`src/rtl/fog_pkg.sv`:
```
package fog_pkg;

    localparam int unsigned FOG_CNT_W = 8;

    typedef struct packed {
        logic [FOG_CNT_W-1:0] cnt;
        logic                 run_seen;
        logic                 ovf;
    } fog_timer_st_t;

    typedef struct packed {
        logic tog;
    } fog_toggle_st_t;

endpackage

```
`src/rtl/fog_timer.sv`:
```
module fog_timer
    import fog_pkg::*;
#(
    parameter int unsigned CNT_W = FOG_CNT_W
) (
    input  logic             clk,
    input  logic             rst_n,
    input  logic             run,
    input  logic [CNT_W-1:0] reload_val,
    output logic             start_now,
    output logic             wrap_now,
    output logic             ovf
);

    localparam logic [CNT_W-1:0] CNT_TOP = {CNT_W{1'b1}};

    typedef struct packed {
        logic [CNT_W-1:0] cnt;
        logic             run_seen;
        logic             ovf;
    } st_t;

    st_t st_d, st_q;

    always_comb begin
        st_d          = st_q;
        st_d.ovf      = 1'b0;
        st_d.run_seen = run;
        start_now     = run && !st_q.run_seen;
        wrap_now      = run && st_q.run_seen && (st_q.cnt == CNT_TOP);
        if (start_now) begin
            st_d.cnt = reload_val;
        end else if (wrap_now) begin
            st_d.cnt = reload_val;
            st_d.ovf = 1'b1;
        end else if (run) begin
            st_d.cnt = st_q.cnt + 1'b1;
        end
    end

    always_ff @(posedge clk) begin
        if (!rst_n) begin
            st_q <= '0;
        end else begin
            st_q <= st_d;
        end
    end

    assign ovf = st_q.ovf;

endmodule

```
`src/rtl/fog_toggle.sv`:
```
module fog_toggle
    import fog_pkg::*;
(
    input  logic clk,
    input  logic rst_n,
    input  logic clear,
    input  logic flip,
    output logic tog
);

    fog_toggle_st_t st_d, st_q;

    always_comb begin
        st_d = st_q;
        if (clear) begin
            st_d.tog = 1'b0;
        end else if (flip) begin
            st_d.tog = !st_q.tog;
        end
    end

    always_ff @(posedge clk) begin
        if (!rst_n) begin
            st_q <= '0;
        end else begin
            st_q <= st_d;
        end
    end

    assign tog = st_q.tog;

endmodule

```
`src/rtl/fog_pin_mux.sv`:
```
module fog_pin_mux (
    input  logic freq_sel,
    input  logic port_bit,
    input  logic wave,
    output logic pin
);

    always_comb begin
        if (freq_sel) begin
            pin = port_bit & wave;
        end else begin
            pin = port_bit;
        end
    end

endmodule

```
`src/rtl/freq_out_gen.sv`:
```
module freq_out_gen
    import fog_pkg::*;
#(
    parameter int unsigned CNT_W = FOG_CNT_W
) (
    input  logic             clk,
    input  logic             rst_n,
    input  logic             freq_sel,
    input  logic             tmr_run,
    input  logic [CNT_W-1:0] preload,
    input  logic             port_bit,
    output logic             pin_out,
    output logic             ovf_pulse
);

    logic start_now;
    logic wrap_now;
    logic tog_q;

    fog_timer #(.CNT_W(CNT_W)) u_timer (
        .clk       (clk),
        .rst_n     (rst_n),
        .run       (tmr_run),
        .reload_val(preload),
        .start_now (start_now),
        .wrap_now  (wrap_now),
        .ovf       (ovf_pulse)
    );

    fog_toggle u_toggle (
        .clk  (clk),
        .rst_n(rst_n),
        .clear(start_now),
        .flip (wrap_now),
        .tog  (tog_q)
    );

    fog_pin_mux u_mux (
        .freq_sel(freq_sel),
        .port_bit(port_bit),
        .wave    (tog_q),
        .pin     (pin_out)
    );

endmodule

```
`config.mk`:
```
export PLATFORM = sky130hd
export DESIGN_NAME = freq_out_gen
export DESIGN_NICKNAME = d
export VERILOG_FILES = /design/src/rtl/fog_pkg.sv /design/src/rtl/fog_timer.sv /design/src/rtl/fog_toggle.sv /design/src/rtl/fog_pin_mux.sv /design/src/rtl/freq_out_gen.sv
export SDC_FILE = /design/constraint.sdc
export NUM_CORES = 1
export LEC_CHECK = 0
export BUFFER_PORTS_ARGS = -buffer_cell sky130_fd_sc_hd__buf_2
export CELL_PAD_IN_SITES_DETAIL_PLACEMENT = 0
export CELL_PAD_IN_SITES_GLOBAL_PLACEMENT = 2
export CORE_UTILIZATION = 28
export DETAILED_ROUTE_END_ITERATION = 12
export GPL_TIMING_DRIVEN = 0
export HOLD_SLACK_MARGIN = 0.06
export PLACE_DENSITY = 0.77
export SYNTH_ARGS = -nofsm -noshare
export SYNTH_HDL_FRONTEND = slang
export SYNTH_SLANG_ARGS = --single-unit
```
`constraint.sdc`:
```
create_clock -name clk -period 1.9 [get_ports clk]
set_input_delay 0.38 -clock clk [delete_from_list [all_inputs] [get_ports clk]]
set_output_delay 0.38 -clock clk [all_outputs]
set_load 0.005 [all_outputs]
```
# ---- Word level (Yosys, flattened, before mapping)
# Cells that the tools add are included.
dict set report op_classes {
  n_addsub 1
  n_eq_ne 1
  muxes 5
  bitwise 2
  reduce_logical 7
}
# cell n
set op_table {}
lappend op_table {{8-bit 2-to-1 mux} 3}
lappend op_table {{8-bit by 1-bit adder with 8-bit output (second input constant)} 1}
lappend op_table {{8-bit equality test (second input constant)} 1}
lappend op_table {{1-bit logical AND} 3}
lappend op_table {{3-bit nonzero test} 1}
lappend op_table {{1-bit logical NOT} 2}
lappend op_table {{1-bit 2-to-1 mux} 2}
lappend op_table {{2-bit OR reduction} 1}
lappend op_table {{1-bit AND} 1}
lappend op_table {{1-bit inverter} 1}
dict set report word_totals {
  reg_bits 11
  input_bits 13
  output_inout_bits 2
  wordCells 20
}

# ---- Depth between registers and ports, before layout
# Gate-level depths: netlist (run 1).
dict set report depth {
  ltp_word 4
  mapped_depth 6
  ltp_nobuf 5
}

# ---- Cells and area by module
# Synthesis (run 1) repeated with hierarchy kept, for this count alone.
dict set report unflattened {
  cells_unflattened 75
  area_unflattened_um2 631.9
}
# mod instances cells_each area_per_inst_um2 seq_area_each_um2
set by_module_without_submodules {}
lappend by_module_without_submodules {fog_timer 1 70 579.3 200.2}
lappend by_module_without_submodules {fog_toggle 1 3 41.3 20.0}
lappend by_module_without_submodules {fog_pin_mux 1 2 11.3 0.0}

# ---- Worst setup path after synthesis (run 1)
# OpenSTA, ideal clock, no wires.
dict set report synth_timing {
  path_type {reg-to-reg}
  from {reg u_timer.st_q[2] (netlist name)}
  to {reg u_timer.st_q[2] (netlist name)}
  setup_ns 0.120
  arrival_ns 1.440
  required_ns 1.780
  slack_ns 0.341
  path_stages_with_launch 7
  path_buffers 1
  period_less_slack_ns 1.559
  path_cell_list {dfxtp_1 ha_1 and3_4 a21bo_1 buf_6 and3_1 o31a_1}
}
dict set report synth_via {
  elab_chain_cells 4
  elab_cells_between_ends 7
  cone_classes {1 x add/sub; 1 x eq/ne; 3 x mux; 2 x reduce/logical}
}
# element line_no
set synth_lines {}
lappend synth_lines {{start, declared} fog_timer.sv:23} ;# st_t st_d, st_q;
lappend synth_lines {{start signal, assigned} fog_timer.sv:45} ;# st_q <= st_d;
lappend synth_lines {{8-bit by 1-bit adder with 8-bit output or 8-bit equality test (tied branches)} {fog_timer.sv:37, fog_timer.sv:30}}
lappend synth_lines {{8-bit 2-to-1 mux or 1-bit logical AND (tied branches)} {fog_timer.sv:36, fog_timer.sv:30}}
lappend synth_lines {{8-bit 2-to-1 mux} fog_timer.sv:33} ;# end else if (wrap_now) begin
lappend synth_lines {{8-bit 2-to-1 mux} fog_timer.sv:31} ;# if (start_now) begin
# Parallel ways exist; a longest one is shown, timed or not. The select of a mux whose other input is x is not followed.
# A chain may end at the register's enable or synchronous reset.

# ---- Worst setup path after layout (run 1)
# Same ends and word-level chain as after synthesis.

==> metrics.csv, run 1 <==
stage;metric;value;unit
synthesis;postSynthAreaPerCell;8.06;um2
worst_setup_path;cp_top_family;compound AO/OA/AOI/OAI gates;
floorplanning;die_h;49.7;um
placement;post-place-ws;0.249;ns
global_routing;grt_overflow;0;
detailed_routing;viasPerCell;5.45;
placement;port-buffer-count;13;
synthesis;synth_top_area_cell;dfxtp_1;
global_routing;grt_pass1_wl;2.85;mm
sta;fin_setup_tns;0;ns
sta;timing.final.hold_violations;0;
final_layout;nNetsFinal;111;
floorplanning;pin_count;15;
global_routing;grt_usage;15.3;%
worst_setup_path;slowest_delay;0.36;ns
cts;cts_sinks;11;
detailed_routing;drc;0;
worst_setup_path;reg2reg_setup_slack;0.23;ns
sta;tightestPinTransition;0.466;ns
cts;path_clk_slew;0.08;ns
synthesis;yosys_warnings;0;
power_and_ir_drop;peakVddDrop;0.323;mV
sta;slew_headroom;68.9;%
detailed_routing;drt_first_pass_iters;4;
placement;hpwlAfterDp;1.21;mm
final_layout;drive_gt1_share;22.9;%
sta;postLayoutSetupSlackWorst;0.235;ns
synthesis;synthesis.area;637;um2
power_and_ir_drop;leakage;0.298;nW
worst_setup_path;required;2.06;ns
floorplanning;die_w;49.7;um
final_layout;layout_common_cells;buf_2 (14), dfxtp_1 (11), a21oi_1 (7);
floorplanning;rows;16;
floorplanning;start_util;31.2;%
worst_setup_path;worstPathArrival;1.83;ns
run_status;status;finished clean;
cts;clock_latency;0.27;ns
power_and_ir_drop;power_frac_clock;33.3;%
global_routing;antenna_found_initial;0;
synthesis;seq_area_frac_synth;34.6;%
cts;cts-root-buf;clkbuf_4;
power_and_ir_drop;power.total;0.000493;W
final_layout;diodes;0;
run;maxCapViolations;0;
synthesis;synth_top_area_share;34.6;%
global_routing;grt_pass1_vias;610;
final_layout;design_area;762;um2
placement;placed_area;736;um2
detailed_routing;wire_per_inst;13.6;um
cts;clk_path_buf_depth;2;
synthesis;syn_inst;79;
cts;post_cts_buffers;0;
worst_setup_path;crit_slowest_cell;dfxtp_1;
detailed_routing;wl;1.67;mm
sta;min_period;1.67;ns
worst_setup_path;start_kind;flip-flop;
power_and_ir_drop;net-switching-power;0.000136;W
synthesis;ys_types;35;
cts;htreeDepth;1;
power_and_ir_drop;powerDensity;647;mW/mm2
detailed_routing;initialDrtViolationCount;24;
synthesis;ys.flop_type;dfxtp_1;
synthesis;synth_area_leaders;dfxtp_1 (35%), a31oi_1 (5.9%), a21oi_1 (5.5%);
sta;finalSetupViolCount;0;
floorplanning;core-area;0.00204;mm2
final_layout;area_growth_syn_to_layout;19.6;%
sta;timing.final.max_slew_violations;0;
synthesis;ys_ff_latch;11;
floorplanning;fp.dieArea;0.00247;mm2
power_and_ir_drop;pwr-share-seq;52.8;%
sta;fmax;600;MHz
power_and_ir_drop;internal_power;0.000357;W
worst_setup_path;crit_buf_inv;1;
sta;fin_crit_sh;87.7;%
synthesis;syn_nets;93;
worst_setup_path;crit_chain;ha_1 -> and3_4 -> a21bo_1 -> buf_6 -> and3_1 -> o31a_1;
detailed_routing;ant_nets;0;
cts;cts_hold_buf;0;
global_routing;grt_start_max_net_pins;11;
sta;skew;0.00396;ns
cts;cts_resized;0;
worst_setup_path;critical_path.max_fanout;8;
placement;globalplace.congestion;0.754;
final_layout;mostFrequentLayoutCell;buf_2;
power_and_ir_drop;switching_share;27.5;%
cts;cts_tree;built;
worst_setup_path;critPathKind;flip-flop to flip-flop;
sta;timing.hold.ws;0.360;ns
synthesis;synth_edf_count;0;
power_and_ir_drop;combPwrFrac;13.9;%
worst_hold_path;hp-class;input pin to flip-flop;
sta;rsz0062_at_grt;false;
worst_setup_path;endpoint_kind;flip-flop;
detailed_routing;routed-via-count;670;
cts;cts_made_buffers;3;
synthesis;async_reset_ff_share;0;%
## layer usage
layer	part of all wire [%]	routed length [um]	vias to the layer above	track usage [%]
li1	-	-	335	-
met2	45	749	12	24.5
met5	0	0	-	0
met4	0.84	14	0	4.29
met1	50	842	321	20.0
met3	3.7	61	2	4.01
## worst paths after layout
path / from / endpoint / cells past startpoint
worst max-delay path: u_timer.st_q[2] / u_timer.st_q[2] / 6
worst min-delay path: preload[2] / u_timer.st_q[4] / 3
worst max register to register: u_timer.st_q[2] / u_timer.st_q[2] / 6
worst min register to register: u_timer.st_q[8] / u_timer.st_q[8] / 2
## power groups by stage
stage / Clock (W) / Sequential [W] / Combinational, W
floorplan: 0 / 0.000260 / 0.0000450
global placement: 0 / 0.000264 / 0.0000686
detailed placement: 0 / 0.000264 / 0.0000693
CTS: 0.000166 / 0.000259 / 0.0000696
global route: 0.000188 / 0.000263 / 0.0000769
finish: 0.000164 / 0.000260 / 0.0000687
## worst reg2reg max path, cell delays in order, from the launching register on
cell     delay (ns)
dfxtp_1        0.36
ha_1           0.26
and3_4         0.22
a21bo_1        0.20
buf_6          0.13
and3_1         0.17
o31a_1         0.22
## through the flow
stage,utilization [%],instances
global route,37.3,123
CTS,37.3,123
detailed placement,36.0,119
finish,37.3,123
global placement,36.0,119
floorplan,-,79
## synth_stat cells (2+ instances only)
cell type,count
inv_1,3
nor2_1,4
nor2b_1,2
nand2_1,6
nor4b_1,2
nand4_1,3
nor3_1,3
a31oi_1,6
nand3_1,6
a21oi_1,7
dfxtp_1,11
o21ai_0,3
## sequential cells by signal, indices dropped and copies added (netlist names)
signal        cells
u_timer.ovf       1
u_toggle.tog      1
u_timer.st_q      9
## area by class of cell
type	instances	area (um2)
flip-flops and latches	11	220
clock buffers	4	26.3
well taps	27	33.8
fillers	245	1280
repair buffers	13	65.1
plain buffers	4	25.0
multi-input cells	61	380
inverters	3	11.3
## cells by family after synthesis
logic type | after synthesis | synth area share, %
AO/OA/AOI/OAI | 25 | 25.5
adder cells (fa/ha/maj) | 1 | 1.96
buffers and inverters | 7 | 5.70
flip-flops | 11 | 34.6
multiplexers | 1 | 1.57
AND/OR/NAND/NOR | 34 | 30.7
Power figures use the tool's default switching activity.
==> run 2: changes to the inputs <==
--- a/config.mk
+++ b/config.mk
@@ -10,7 +10,7 @@
 export CELL_PAD_IN_SITES_GLOBAL_PLACEMENT = 2
 export CORE_UTILIZATION = 28
 export DETAILED_ROUTE_END_ITERATION = 12
-export GPL_TIMING_DRIVEN = 0
+export GPL_TIMING_DRIVEN = 1
 export HOLD_SLACK_MARGIN = 0.06
 export PLACE_DENSITY = 0.77
 export SYNTH_ARGS = -nofsm -noshare
==> metrics.csv, run 2 (synthesis results as in run 1) <==
stage;metric;value;unit;change
sta;postLayoutSetupSlackWorst;0.221;ns;-0.0131 ns
floorplanning;die_w;49.7;um;unchanged
run_status;status;finished clean;;
final_layout;area_growth_syn_to_layout;17.7;%;
final_layout;drive_gt1_share;22.3;%;-0.58 points
global_routing;grt_pass1_vias;568;;-6.9%
detailed_routing;drc;0;;unchanged
sta;finalSetupViolCount;0;;unchanged
cts;htreeDepth;1;;unchanged
sta;timing.final.hold_violations;0;;unchanged
power_and_ir_drop;leakage;0.291;nW;-2.3%
sta;fin_setup_tns;0;ns;unchanged
cts;path_clk_slew;0.08;ns;about the same
placement;dp.cells;117;;-1.7%
worst_setup_path;required;2.06;ns;about the same
sta;timing.final.max_slew_violations;0;;unchanged
placement;port-buffer-count;14;;+1
detailed_routing;dr_wl_met2;717;um;-4.3%
power_and_ir_drop;power.total;0.000491;W;-0.35%
power_and_ir_drop;powerDensity;655;mW/mm2;+1.3%
sta;skew;0.00204;ns;-0.00192 ns
worst_setup_path;critPathKind;flip-flop to flip-flop;;
global_routing;grt_start_max_net_pins;18;;+7
cts;cts_sinks;11;;unchanged
detailed_routing;top_layer_used;met4;;
final_layout;final_util;36.7;%;-0.61 points
sta;tightestPinTransition;0.417;ns;-0.0498 ns
sta;fmax;596;MHz;-0.78%
sta;rsz0062_at_grt;false;;
global_routing;antenna_found_initial;0;;unchanged
power_and_ir_drop;switching_share;27.6;%;+0.066 points
sta;min_period;1.68;ns;+0.0131 ns
detailed_routing;wire_per_inst;13.4;um;-1.2%
power_and_ir_drop;power_frac_clock;33.8;%;+0.5 points
power_and_ir_drop;peakVddDrop;0.339;mV;+4.9%
placement;post-place-ws;0.241;ns;-0.00736 ns
final_layout;layout_common_cells;buf_2 (14), dfxtp_1 (11), a21oi_1 (7);;
cts;clock_latency;0.27;ns;about the same
cts;cts-root-buf;clkbuf_4;;
detailed_routing;wl_met3;51;um;-16%
power_and_ir_drop;pwr-share-seq;53.1;%;+0.3 points
final_layout;top_register;u_timer.st_q;;
cts;post_cts_buffers;0;;unchanged
global_routing;grt_usage;14.1;%;-1.2 points
sta;slew_headroom;72.2;%;+3.3 points
final_layout;largest_reg_flops;9;;unchanged
final_layout;regArea;220;um2;unchanged
worst_hold_path;hp-class;input pin to flip-flop;;
power_and_ir_drop;internal_power;0.000356;W;-0.44%
detailed_routing;routed-via-count;639;;-4.6%
detailed_routing;viasPerCell;5.28;;-3.1%
floorplanning;rows;16;;unchanged
detailed_routing;drt_first_pass_iters;4;;unchanged
worst_setup_path;endpoint_kind;flip-flop;;
final_layout;diodes;0;;unchanged
final_layout;fill_cells;247;;+0.82%
power_and_ir_drop;combPwrFrac;13.2;%;-0.7 points
final_layout;nNetsFinal;109;;-1.8%
final_layout;multiInputGateArea;380;um2;unchanged
cts;cts_resized;0;;unchanged
final_layout;final_cells;121;;-1.6%
worst_setup_path;start_kind;flip-flop;;
floorplanning;fp.dieArea;0.00247;mm2;unchanged
power_and_ir_drop;net-switching-power;0.000135;W;-0.11%
run;maxCapViolations;0;;unchanged
cts;cts_tree;built;;
cts;clk_path_buf_depth;2;;unchanged
worst_setup_path;worstPathArrival;1.84;ns;about the same
detailed_routing;wl;1.62;mm;-2.8%
detailed_routing;ant_nets;0;;unchanged
cts;cts_hold_buf;0;;unchanged
floorplanning;core-area;0.00204;mm2;unchanged
worst_setup_path;critical_path.max_fanout;8;;unchanged
global_routing;grt_overflow;0;;unchanged
cts;cts_made_buffers;3;;unchanged
detailed_routing;initialDrtViolationCount;8;;-67%
sta;fin_crit_sh;88.3;%;+0.69 points
detailed_routing;met1_length;838;um;-0.48%
floorplanning;pin_count;15;;unchanged
global_routing;grt_pass1_wl;2.67;mm;-6.3%
floorplanning;die_h;49.7;um;unchanged
final_layout;mostFrequentLayoutCell;buf_2;;
floorplanning;start_util;31.2;%;unchanged
placement;hpwlAfterDp;1.15;mm;-5.3%
placement;globalplace.congestion;0.789;;+4.7%
-- run 2: changes by cell type in the layout (fill, tap and decap cells not counted), sizes merged --
cell    before  now
clkbuf       6    4
-- run 2: path summary, 6_finish.rpt --
kind	start	slack, ns	cells past startpoint	to
max	u_timer.st_q[2]	0.22	5	u_timer.st_q[2]
min	preload[2]	0.36	3	u_timer.st_q[4]
max reg2reg	u_timer.st_q[2]	0.22	5	u_timer.st_q[2]
min reg2reg	u_timer.st_q[8]	0.55	2	u_timer.st_q[8]
-- run 2: layer usage --
layer / vias to the layer above / GRT usage (%)
li1: 331 / -
met1: 292 / 19.7
met2: 14 / 21.2
met3: 2 / 2.16
met4: 0 / 6.19
met5: - / 0
-- run 2: metrics by stage --
stage	area, um2	hold WS [ns]
2_1_floorplan	637	0.498
3_3_place_gp	723	0.541
3_5_place_dp	723	0.536
4_1_cts	749	0.356
5_1_grt	749	0.392
6_report	749	0.357
-- run 2: cell type report --
class | count | area share [%]
Multi-Input combinational cell | 61 | 50.8
Sequential cell | 11 | 29.4
Timing Repair Buffer | 15 | 10.4
Tap cell | 27 | 4.51
Clock buffer | 4 | 3.51
Inverter | 3 | 1.50
-- run 2: power by group through the flow --
stage | Combinational [W] | Sequential, W | Clock [W]
after detailed placement | 0.0000649 | 0.000266 | 0
after CTS | 0.0000649 | 0.000260 | 0.000174
after global placement | 0.0000652 | 0.000265 | 0
final | 0.0000647 | 0.000261 | 0.000166
after floorplan | 0.0000450 | 0.000260 | 0
after global routing | 0.0000735 | 0.000263 | 0.000190
-- run 2: worst max-delay path: stages, from the launching register on --
cell	delay, ns
dfxtp_1	0.35
ha_1	0.25
and3_4	0.21
a21bo_1	0.30
and3_1	0.22
o31a_1	0.23
==> run 3: changes to the inputs <==
--- a/config.mk
+++ b/config.mk
@@ -12,7 +12,7 @@
 export DETAILED_ROUTE_END_ITERATION = 12
 export GPL_TIMING_DRIVEN = 1
 export HOLD_SLACK_MARGIN = 0.06
-export PLACE_DENSITY = 0.77
+export PLACE_DENSITY = 0.76
 export SYNTH_ARGS = -nofsm -noshare
 export SYNTH_HDL_FRONTEND = slang
 export SYNTH_SLANG_ARGS = --single-unit
==> metrics.csv, run 3 (synthesis results as in run 1) <==
stage;metric;value;unit;change
global_routing;grt-busiest-layer;met2;;
final_layout;layout_common_cells;buf_2 (14), dfxtp_1 (11), a21oi_1 (7);;
detailed_routing;drt_first_pass_iters;4;;unchanged
worst_setup_path;crit_slowest_cell;dfxtp_1;;
power_and_ir_drop;combPwrFrac;13.1;%;about the same
run;maxCapViolations;0;;unchanged
global_routing;grt_overflow;0;;unchanged
cts;clk_path_buf_depth;2;;unchanged
cts;cts_sinks;11;;unchanged
global_routing;antenna_found_initial;0;;unchanged
power_and_ir_drop;power.total;0.000487;W;-0.76%
power_and_ir_drop;powerDensity;650;mW/mm2;-0.76%
cts;cts_made_buffers;3;;unchanged
cts;htreeDepth;1;;unchanged
cts;cts_resized;0;;unchanged
sta;fmax;605;MHz;+1.5%
detailed_routing;viasPerCell;5.26;;-0.31%
worst_hold_path;hp-class;input pin to flip-flop;;
power_and_ir_drop;internal_power;0.000355;W;about the same
placement;port-buffer-count;14;;unchanged
detailed_routing;ant_nets;0;;unchanged
final_layout;multiInputGateArea;380;um2;unchanged
floorplanning;rows;16;;unchanged
floorplanning;start_util;31.2;%;unchanged
power_and_ir_drop;power_frac_clock;33.4;%;-0.4 points
final_layout;top_register;u_timer.st_q;;
sta;timing.final.hold_violations;0;;unchanged
placement;placed_area;723;um2;unchanged
global_routing;grt_start_max_net_pins;18;;unchanged
floorplanning;fp.dieArea;0.00247;mm2;unchanged
floorplanning;die_w;49.7;um;unchanged
sta;finalSetupViolCount;0;;unchanged
power_and_ir_drop;switching_share;27.1;%;-0.51 points
final_layout;fill_cells;238;;-3.6%
worst_setup_path;required;2.07;ns;about the same
detailed_routing;wl;1.56;mm;-3.8%
worst_setup_path;critPathKind;flip-flop to flip-flop;;
power_and_ir_drop;net-switching-power;0.000132;W;-2.6%
worst_setup_path;cp_top_family;compound AO/OA/AOI/OAI gates;;
cts;cts_hold_buf;0;;unchanged
worst_setup_path;start_kind;flip-flop;;
worst_setup_path;crit_buf_inv;0;;unchanged
sta;rsz0062_at_grt;false;;
global_routing;grt_usage;14.6;%;+0.48 points
final_layout;largest_reg_flops;9;;unchanged
cts;post_cts_buffers;0;;unchanged
sta;skew;0.00825;ns;+0.00621 ns
final_layout;area_growth_syn_to_layout;17.7;%;unchanged
floorplanning;die_h;49.7;um;unchanged
floorplanning;pin_count;15;;unchanged
cts;cts_tree;built;;
power_and_ir_drop;leakage;0.291;nW;unchanged
final_layout;diodes;0;;unchanged
worst_setup_path;crit_chain;ha_1 -> and3_4 -> a21bo_1 -> and3_1 -> o31a_1;;
cts;clock_latency;0.27;ns;about the same
final_layout;design_area;749;um2;unchanged
global_routing;met1_usage;19.4;%;-0.33 points
final_layout;nNetsFinal;109;;unchanged
final_layout;regArea;220;um2;unchanged
global_routing;grt_pass1_vias;612;;+7.7%
final_layout;drive_gt1_share;22.3;%;unchanged
detailed_routing;drc;0;;unchanged
worst_setup_path;worstPathArrival;1.82;ns;-0.02 ns
placement;hpwlAfterDp;1.14;mm;-0.92%
placement;globalplace.congestion;0.766;;-2.9%
sta;min_period;1.65;ns;-0.0247 ns
detailed_routing;wire_per_inst;12.9;um;-3.8%
floorplanning;core-area;0.00204;mm2;unchanged
sta;tightestPinTransition;0.381;ns;-0.0357 ns
worst_setup_path;critical_path.max_fanout;8;;unchanged
sta;fin_setup_tns;0;ns;unchanged
global_routing;grt_pass1_wl;2.73;mm;+2.3%
power_and_ir_drop;peakVddDrop;0.362;mV;+6.8%
final_layout;mostFrequentLayoutCell;buf_2;;
worst_setup_path;endpoint_kind;flip-flop;;
sta;fin_crit_sh;87.0;%;-1.3 points
sta;slew_headroom;74.6;%;+2.4 points
cts;cts-root-buf;clkbuf_4;;
run_status;status;finished clean;;
detailed_routing;initialDrtViolationCount;21;;+13
cts;path_clk_slew;0.08;ns;about the same
worst_setup_path;slowest_delay;0.36;ns;about the same
detailed_routing;routed-via-count;637;;-0.31%
power_and_ir_drop;pwr-share-seq;53.5;%;+0.4 points
sta;timing.final.max_slew_violations;0;;unchanged
global_routing;use_met2;22.3;%;+1.1 points
global_routing;use_met3;3.09;%;+0.93 points
==> run 3: path summary, 6_finish.rpt <==
path,startpoint,endpoint,slack [ns],cells past startpoint
worst max register to register,u_timer.st_q[2],u_timer.st_q[2],0.25,5
worst min-delay path,preload[2],u_timer.st_q[4],0.36,3
worst min register to register,u_timer.st_q[8],u_timer.st_q[8],0.55,2
worst max-delay path,u_timer.st_q[2],u_timer.st_q[2],0.25,5
==> run 3: worst register-to-register path: stages, from the launching register on <==
cell	delay, ns
dfxtp_1	0.36
ha_1	0.25
and3_4	0.21
a21bo_1	0.29
and3_1	0.22
o31a_1	0.22
==> run 3: layout make-up <==
| class | count | area share, % |
|---|---|---|
| flip-flops and latches | 11 | 29.4 |
| clock buffers | 4 | 3.51 |
| inverters | 3 | 1.50 |
| well taps | 27 | 4.51 |
| multi-input cells | 61 | 50.8 |
| repair buffers | 15 | 10.4 |
==> run 3: power by group through the flow <==
stage	Combinational (W)	Sequential [W]	Clock [W]
final	0.0000638	0.000261	0.000163
after global routing	0.0000732	0.000263	0.000185
after CTS	0.0000646	0.000260	0.000169
after detailed placement	0.0000644	0.000266	0
after global placement	0.0000654	0.000265	0
after floorplan	0.0000450	0.000260	0
==> run 3: metal layers <==
metal | share of wire [%] | vias to the layer above
li1 | - | 330
met1 | 53 | 295
met2 | 44 | 10
met3 | 2.1 | 2
met4 | 0.90 | 0
met5 | 0 | -
==> run 3: stage by stage <==
stage	hold slack, ns	instances	worst slack (ns)	utilization [%]
after floorplan	0.498	79	0.341	-
after global placement	0.542	117	0.278	35.4
after detailed placement	0.534	117	0.261	35.4
after CTS	0.357	121	0.251	36.7
after global routing	0.384	121	0.123	36.7
final	0.357	121	0.246	36.7
